--- config.mk ---
export PLATFORM = sky130hd
export DESIGN_NAME = bwc_engine
export DESIGN_NICKNAME = d
export VERILOG_FILES = /design/src/rtl/bwc_pkg.sv /design/src/rtl/bwc_lane_pick.sv /design/src/rtl/bwc_lane_merge.sv /design/src/rtl/bwc_engine.sv
export SDC_FILE = /design/constraint.sdc
export NUM_CORES = 1
export LEC_CHECK = 0
export ABC_AREA = 1
export BUFFER_PORTS_ARGS = -buffer_cell sky130_fd_sc_hd__buf_2
export CAP_MARGIN = 20
export CORE_UTILIZATION = 35
export DETAILED_ROUTE_END_ITERATION = 16
export GPL_TIMING_DRIVEN = 0
export SLEW_MARGIN = 15
export SYNTH_ARGS = -nofsm -noshare
export SYNTH_HDL_FRONTEND = slang
export SYNTH_SLANG_ARGS = --single-unit
export TNS_END_PERCENT = 50
--- constraint.sdc ---
create_clock -name clk -period 1.97 [get_ports clk]
set_input_delay 0.0985 -clock clk [delete_from_list [all_inputs] [get_ports clk]]
set_output_delay 0.0985 -clock clk [all_outputs]
set_load 0.02 [all_outputs]
--- src/rtl/bwc_pkg.sv ---
// Shared types for the byte-granular word copy engine.
// Assumes nothing beyond a single clock domain.
package bwc_pkg;

    // Controller states; one request kind per memory-access state.
    typedef enum logic [3:0] {
        S_IDLE,   // waiting for start
        S_STEP,   // decide the next action for the current byte
        S_SRD,    // word read of the source word
        S_SBYTE,  // byte read of the source byte
        S_DST,    // place the held byte into the destination
        S_DRD,    // word read of the destination word (read-modify-write)
        S_DBYTE,  // byte write of the destination byte
        S_DWR,    // word write-back of the destination buffer
        S_DONE    // completion pulse
    } bwc_state_t;

endpackage

--- src/rtl/bwc_lane_pick.sv ---
// Selects one byte lane from a word.
// Assumes WORD_W is a multiple of 8 and the lane index is in range.
module bwc_lane_pick #(
    parameter int WORD_W    = 64,
    parameter int LANE_BITS = 3
) (
    input  logic [WORD_W-1:0]    word_i,
    input  logic [LANE_BITS-1:0] lane_i,
    output logic [7:0]           byte_o
);
    localparam int LANES = WORD_W / 8;

    logic [7:0] lane_arr [LANES];

    // Split the word into its byte lanes.
    for (genvar g = 0; g < LANES; g++) begin : g_split
        assign lane_arr[g] = word_i[g*8 +: 8];
    end

    // Pick the addressed lane.
    assign byte_o = lane_arr[lane_i];

endmodule

--- src/rtl/bwc_lane_merge.sv ---
// Replaces one byte lane of a word and leaves all others as they were.
// Assumes WORD_W is a multiple of 8.
module bwc_lane_merge #(
    parameter int WORD_W    = 64,
    parameter int LANE_BITS = 3
) (
    input  logic [WORD_W-1:0]    word_i,
    input  logic [LANE_BITS-1:0] lane_i,
    input  logic [7:0]           byte_i,
    output logic [WORD_W-1:0]    word_o
);
    localparam int LANES = WORD_W / 8;

    // Each lane is either kept or overwritten by the new byte.
    for (genvar g = 0; g < LANES; g++) begin : g_lane
        assign word_o[g*8 +: 8] = (lane_i == LANE_BITS'(g)) ? byte_i : word_i[g*8 +: 8];
    end

endmodule

--- src/rtl/bwc_engine.sv ---
// Byte-granular copy between byte-addressed and word-only memories.
// Walks the transfer one byte per step. A word-only source is buffered one
// word at a time. A word-only destination is read, merged and written back.
// Assumes both ports answer each request with a one-cycle ack, and that the
// source and destination ranges do not share a word.
module bwc_engine #(
    parameter int AW     = 16,
    parameter int LW     = 16,
    parameter int WORD_W = 64
) (
    input  logic              clk,
    input  logic              rst_n,
    input  logic              start,
    input  logic [AW-1:0]     src_base,
    input  logic [AW-1:0]     dst_base,
    input  logic [LW-1:0]     byte_count,
    input  logic              src_wordonly,
    input  logic              dst_wordonly,
    output logic              busy,
    output logic              done,
    output logic              wp_req,
    output logic              wp_we,
    output logic [AW-1:0]     wp_addr,
    output logic [WORD_W-1:0] wp_wdata,
    input  logic              wp_ack,
    input  logic [WORD_W-1:0] wp_rdata,
    output logic              bp_req,
    output logic              bp_we,
    output logic [AW-1:0]     bp_addr,
    output logic [7:0]        bp_wdata,
    input  logic              bp_ack,
    input  logic [7:0]        bp_rdata
);
    import bwc_pkg::*;

    localparam int LANES = WORD_W / 8;
    localparam int LB    = $clog2(LANES);
    localparam logic [LB-1:0] LAST_LANE = LB'(LANES - 1);

    bwc_state_t        state, state_nx;
    logic [AW-1:0]     src_ptr, dst_ptr;
    logic [LW-1:0]     cnt, len_q;
    logic              src_w_q, dst_w_q;
    logic              need_src, need_dst;
    logic [WORD_W-1:0] src_buf, dst_buf, merged;
    logic [7:0]        hold_b, src_pick;
    logic              adv, at_end;

    bwc_lane_pick #(.WORD_W(WORD_W), .LANE_BITS(LB)) u_pick (
        .word_i (src_buf),
        .lane_i (src_ptr[LB-1:0]),
        .byte_o (src_pick)
    );

    bwc_lane_merge #(.WORD_W(WORD_W), .LANE_BITS(LB)) u_merge (
        .word_i (dst_buf),
        .lane_i (dst_ptr[LB-1:0]),
        .byte_i (hold_b),
        .word_o (merged)
    );

    assign at_end = (cnt == len_q);

    // Step to the next byte once the current one has been delivered.
    assign adv = (state == S_DST && dst_w_q && !need_dst && dst_ptr[LB-1:0] != LAST_LANE)
              || (state == S_DBYTE && bp_ack)
              || (state == S_DWR && wp_ack && !at_end);

    // Next-state selection for the copy sequence.
    always_comb begin
        state_nx = state;
        unique case (state)
            S_IDLE:  if (start) state_nx = (byte_count == '0) ? S_DONE : S_STEP;
            S_STEP: begin
                if (at_end)          state_nx = (dst_w_q && !need_dst) ? S_DWR : S_DONE;
                else if (!src_w_q)   state_nx = S_SBYTE;
                else if (need_src)   state_nx = S_SRD;
                else                 state_nx = S_DST;
            end
            S_SRD:   if (wp_ack) state_nx = S_STEP;
            S_SBYTE: if (bp_ack) state_nx = S_DST;
            S_DST: begin
                if (!dst_w_q)                             state_nx = S_DBYTE;
                else if (need_dst)                        state_nx = S_DRD;
                else if (dst_ptr[LB-1:0] == LAST_LANE)    state_nx = S_DWR;
                else                                      state_nx = S_STEP;
            end
            S_DRD:   if (wp_ack) state_nx = S_DST;
            S_DBYTE: if (bp_ack) state_nx = S_STEP;
            S_DWR:   if (wp_ack) state_nx = at_end ? S_DONE : S_STEP;
            S_DONE:  state_nx = S_IDLE;
            default: state_nx = S_IDLE;
        endcase
    end

    // State register.
    always_ff @(posedge clk) begin
        if (!rst_n) state <= S_IDLE;
        else        state <= state_nx;
    end

    // Transfer parameters, pointers and fetch flags.
    always_ff @(posedge clk) begin
        if (!rst_n) begin
            src_ptr  <= '0;
            dst_ptr  <= '0;
            cnt      <= '0;
            len_q    <= '0;
            src_w_q  <= 1'b0;
            dst_w_q  <= 1'b0;
            need_src <= 1'b1;
            need_dst <= 1'b1;
        end else if (state == S_IDLE) begin
            if (start) begin
                src_ptr  <= src_base;
                dst_ptr  <= dst_base;
                cnt      <= '0;
                len_q    <= byte_count;
                src_w_q  <= src_wordonly;
                dst_w_q  <= dst_wordonly;
                need_src <= 1'b1;
                need_dst <= 1'b1;
            end
        end else begin
            if (state == S_SRD && wp_ack) need_src <= 1'b0;
            if (state == S_DRD && wp_ack) need_dst <= 1'b0;
            if (state == S_DWR && wp_ack) need_dst <= 1'b1;
            if (adv) begin
                src_ptr <= src_ptr + AW'(1);
                dst_ptr <= dst_ptr + AW'(1);
                cnt     <= cnt + LW'(1);
                if (src_w_q && src_ptr[LB-1:0] == LAST_LANE) need_src <= 1'b1;
            end
        end
    end

    // Data buffers: source word, destination word and the byte in flight.
    always_ff @(posedge clk) begin
        if (!rst_n) begin
            src_buf <= '0;
            dst_buf <= '0;
            hold_b  <= '0;
        end else begin
            if (state == S_SRD && wp_ack) src_buf <= wp_rdata;
            if (state == S_DRD && wp_ack) dst_buf <= wp_rdata;
            if (state == S_DST && dst_w_q && !need_dst) dst_buf <= merged;
            if (state == S_SBYTE && bp_ack) hold_b <= bp_rdata;
            if (state == S_STEP && !at_end && src_w_q && !need_src) hold_b <= src_pick;
        end
    end

    // Port drive decoded from the state.
    always_comb begin
        wp_req   = (state == S_SRD) || (state == S_DRD) || (state == S_DWR);
        wp_we    = (state == S_DWR);
        wp_addr  = (state == S_SRD) ? {src_ptr[AW-1:LB], {LB{1'b0}}}
                                    : {dst_ptr[AW-1:LB], {LB{1'b0}}};
        wp_wdata = dst_buf;
        bp_req   = (state == S_SBYTE) || (state == S_DBYTE);
        bp_we    = (state == S_DBYTE);
        bp_addr  = (state == S_SBYTE) ? src_ptr : dst_ptr;
        bp_wdata = hold_b;
        busy     = (state != S_IDLE);
        done     = (state == S_DONE);
    end

endmodule

==> summary.txt <==
Power and ir drop
  – Leakage: around 6.4 nW
  – Max VDD drop: 0.7937 mV
  – Pwr/cell area: 1106 nW/um^2

Clock tree
  – Maximum clock path buffer count: 3
  – Clock Sinks: around 210
  – Worst skew pair latency: ~530 ps
  – H-tree depth: 1
  – Root Driver: clkbuf_16
  – CTS clk-pin slew, worst paths: about 60 ps
  – TritonCTS clock tree: built
  – Inserted Clock Buffers: 25

Routing
  – Drt wl/cell: roughly 18 um
  – TritonRoute pass-1 iters: 5
  – Via count: about 12000
  – Routed wire length: ~42000 um
  – Vias per inst: about 5.2
  – Residual DRC count: 0
  – Antenna Violating Nets Remaining: 0
  – Starting DRT DRC Count: slightly below 900

Cells and area
  – Number of fillers in the final layout: ~2900
  – Ratio of cells with drive above 1 in the final layout: a little over a fifth
  – Syn-to-layout area delta: 39.43%
  – Nets: 2074
  – Final instance area: approximately 14000 sq um
  – Fin cells: roughly 2300
  – Most frequent cells in the layout: nand2_1 (352), buf_2 (235), o21ai_0 (221), dfxtp_1 (191), inv_1 (147)
  – Commonest non-fill, non-tap cell in the layout: nand2_1

Setup path
  – CP Launch Point: state[1]
  – Critical Path Start Type: flip-flop
  – Critical path capture point type: primary output
  – R2r startpoint: dst_ptr[0]
  – CP Class: reg2out
  – WP data required: 1870 ps
  – Worst path arrival time: 1880 ps
  – CP Max Fanout: 10

Timing
  – Tmin final: about 2000 ps
  – Worst slew pin tran: ~700 ps
  – Final setup violation count: 1
  – Final Max Tran Viols: 0
  – RSZ-0062 raised after global routing: true
  – Clk_skew: ~14 ps
  – Fmax: 0.5053 GHz
  – Final hold viol count: 0
  – PnR worst setup slack: -8.927 ps
  – Slew Limit Headroom: a little over half
  – Final worst path period share: 100.5%

Logic synthesis
  – Post-synth top flop: dfxtp_1
  – Gate count of the mapped netlist: between 1500 and 2000
  – Top post-synthesis cells by area: dfxtp_1 (40%), nand2_1 (13%), o21ai_0 (12%)
  – Sequential area share after synthesis: 40.10%
  – Yosys cell types: 37
  – Synth area leader: dfxtp_1
  – Yosys warning count: 0
  – Mapped Area: roughly 10000 sq um
  – Number of flops mapped to enable cells by yosys: 0
  – Top cell type's share of synthesized area: 40.10%
  – Synth Area per Inst: about 6.7 sq um
  – Yosys reg bits: between 200 and 250
  – Async SR Flop Fraction: 0%

Worst hold path
  – Worst min-delay path category: in2reg
  – Hold wc startpoint: src_base[0]

GRT
  – GR Util All Layers: a little over a quarter
  – First-pass GRT wire length: around 64000 um
  – Largest net degree at the start of global routing: 13
  – Antenna violations before repair: 2
  – Vias in the first global route: roughly 12000
  – Total gr overflow: 0

Place
  – Pre-CTS WS: -164.8 ps
  – Placed Area: between 10000 and 15000 sq um
  – Inst Count DP: approximately 2200
  – Routability cong.: 0.9382
  – IO buf count: approximately 230
  – HPWL after DPL: around 31000 um

Die
  – IO Pins: approximately 240
  – Die Wd: between 150 and 200 um
  – Die area: 30360 sq um
  – Core area: slightly below 30000 sq um
  – Die H: 174.3 um
  – Num rows: a little over 60
  – Initial core utilization: between 30 and 40%

Run status
  – Status: finished, violations left
  – Failing checks: negative setup slack

Run
  – Max cap viols: 0
cell families after synthesis:
kind of cell	share of synthesized area, %
DFF	40.10
adders and majority gates	1.084
buffers and inverters	10.04
other	0.03611
and+or+nand+nor	23.93
AOI/OAI and AO/OA	24.06
xor gates and xnor gates	0.7591
registers in the layout, summed over array words and instances, names as in the netlist:
register / flops
dst_w_q: 1
need_src: 1
src_buf: 64
len_q: 16
cnt: 16
src_ptr: 16
bp_wdata: 8
need_dst: 1
state: 4
dst_ptr: 16
src_w_q: 1
wp_wdata: 64
worst max-delay path: stages (launching register included):
cell	delay, ps
dfxtp_4	410
nand2_1	140
inv_2	110
nand2_4	110
clkbuf_4	210
o21ai_0	190
buf_4	180
area by class of cell:
cell class	instances	area, sq um	area share [%]
multi-input cells	1084	5319	36.73
flip-flops and latches	208	4195	28.97
repair buffers	366	2500	17.26
clock buffers	40	752.0	5.193
inverters	163	616.8	4.260
plain buffers	90	533.0	3.681
well taps	384	480.5	3.318
clock inverters	5	78.83	0.5444
diodes	2	5.005	0.03456
Yosys cell counts (2+ instances only):
library cell	instances
a21oi_1	146
a31oi_1	66
buf_1	3
buf_2	23
buf_4	8
buf_6	3
clkbuf_1	56
clkinv_1	2
dfxtp_1	208
ha_1	9
inv_1	147
inv_2	14
nand2_1	360
nand2_2	7
nand3_1	77
nand3b_1	2
nand4_1	13
nor2_1	99
nor2_2	5
nor2_4	4
nor3_1	14
nor3b_1	6
o2111ai_1	10
o21ai_0	244
xor2_1	8
stage by stage:
stage / TNS [ps] / utilization, % / hold WS [ps] / total power [mW]
after floorplan: 0 / - / 233.4 / 8.845
after global routing: -663.7 / 50.03 / 21.76 / 16.87
final: -8.927 / 50.04 / 1.161 / 16.02
after CTS: -16.60 / 49.21 / 2.322 / 15.79
after detailed placement: -3536 / 41.61 / 392.8 / 10.75
after global placement: -2595 / 41.61 / 392.3 / 10.67
what timing repair did:
item	4_1_cts	5_1_grt
endpoints found under the setup margin	89	187
pin swaps	2	4
setup buffers	3	8
resized for setup	54	101
endpoints found under the hold margin	186	0
hold buffers	122	0
routing by layer:
metal	vias up	track usage (%)	share of wire, %	routed length [um]
met5	-	0	0.031	13
met4	2	13.45	4.9	2067
met3	105	4.331	7.3	3060
met2	526	43.89	44	18580
met1	5600	34.68	44	18390
li1	5940	-	-	-
final timing paths:
check	to	depth (start not counted)	slack, ps
worst max-delay path	wp_addr[9]	6	-9
worst min-delay path	src_ptr[0]	5	1
worst max register to register	src_ptr[7]	9	80
worst min register to register	src_buf[32]	2	440
power by group:
part           switching [mW]  internal (mW)
sequential              0.561           4.84
clock                    1.86           2.86
combinational            3.87           2.03
total                    6.29           9.73
(Power assumes the default switching activity.)
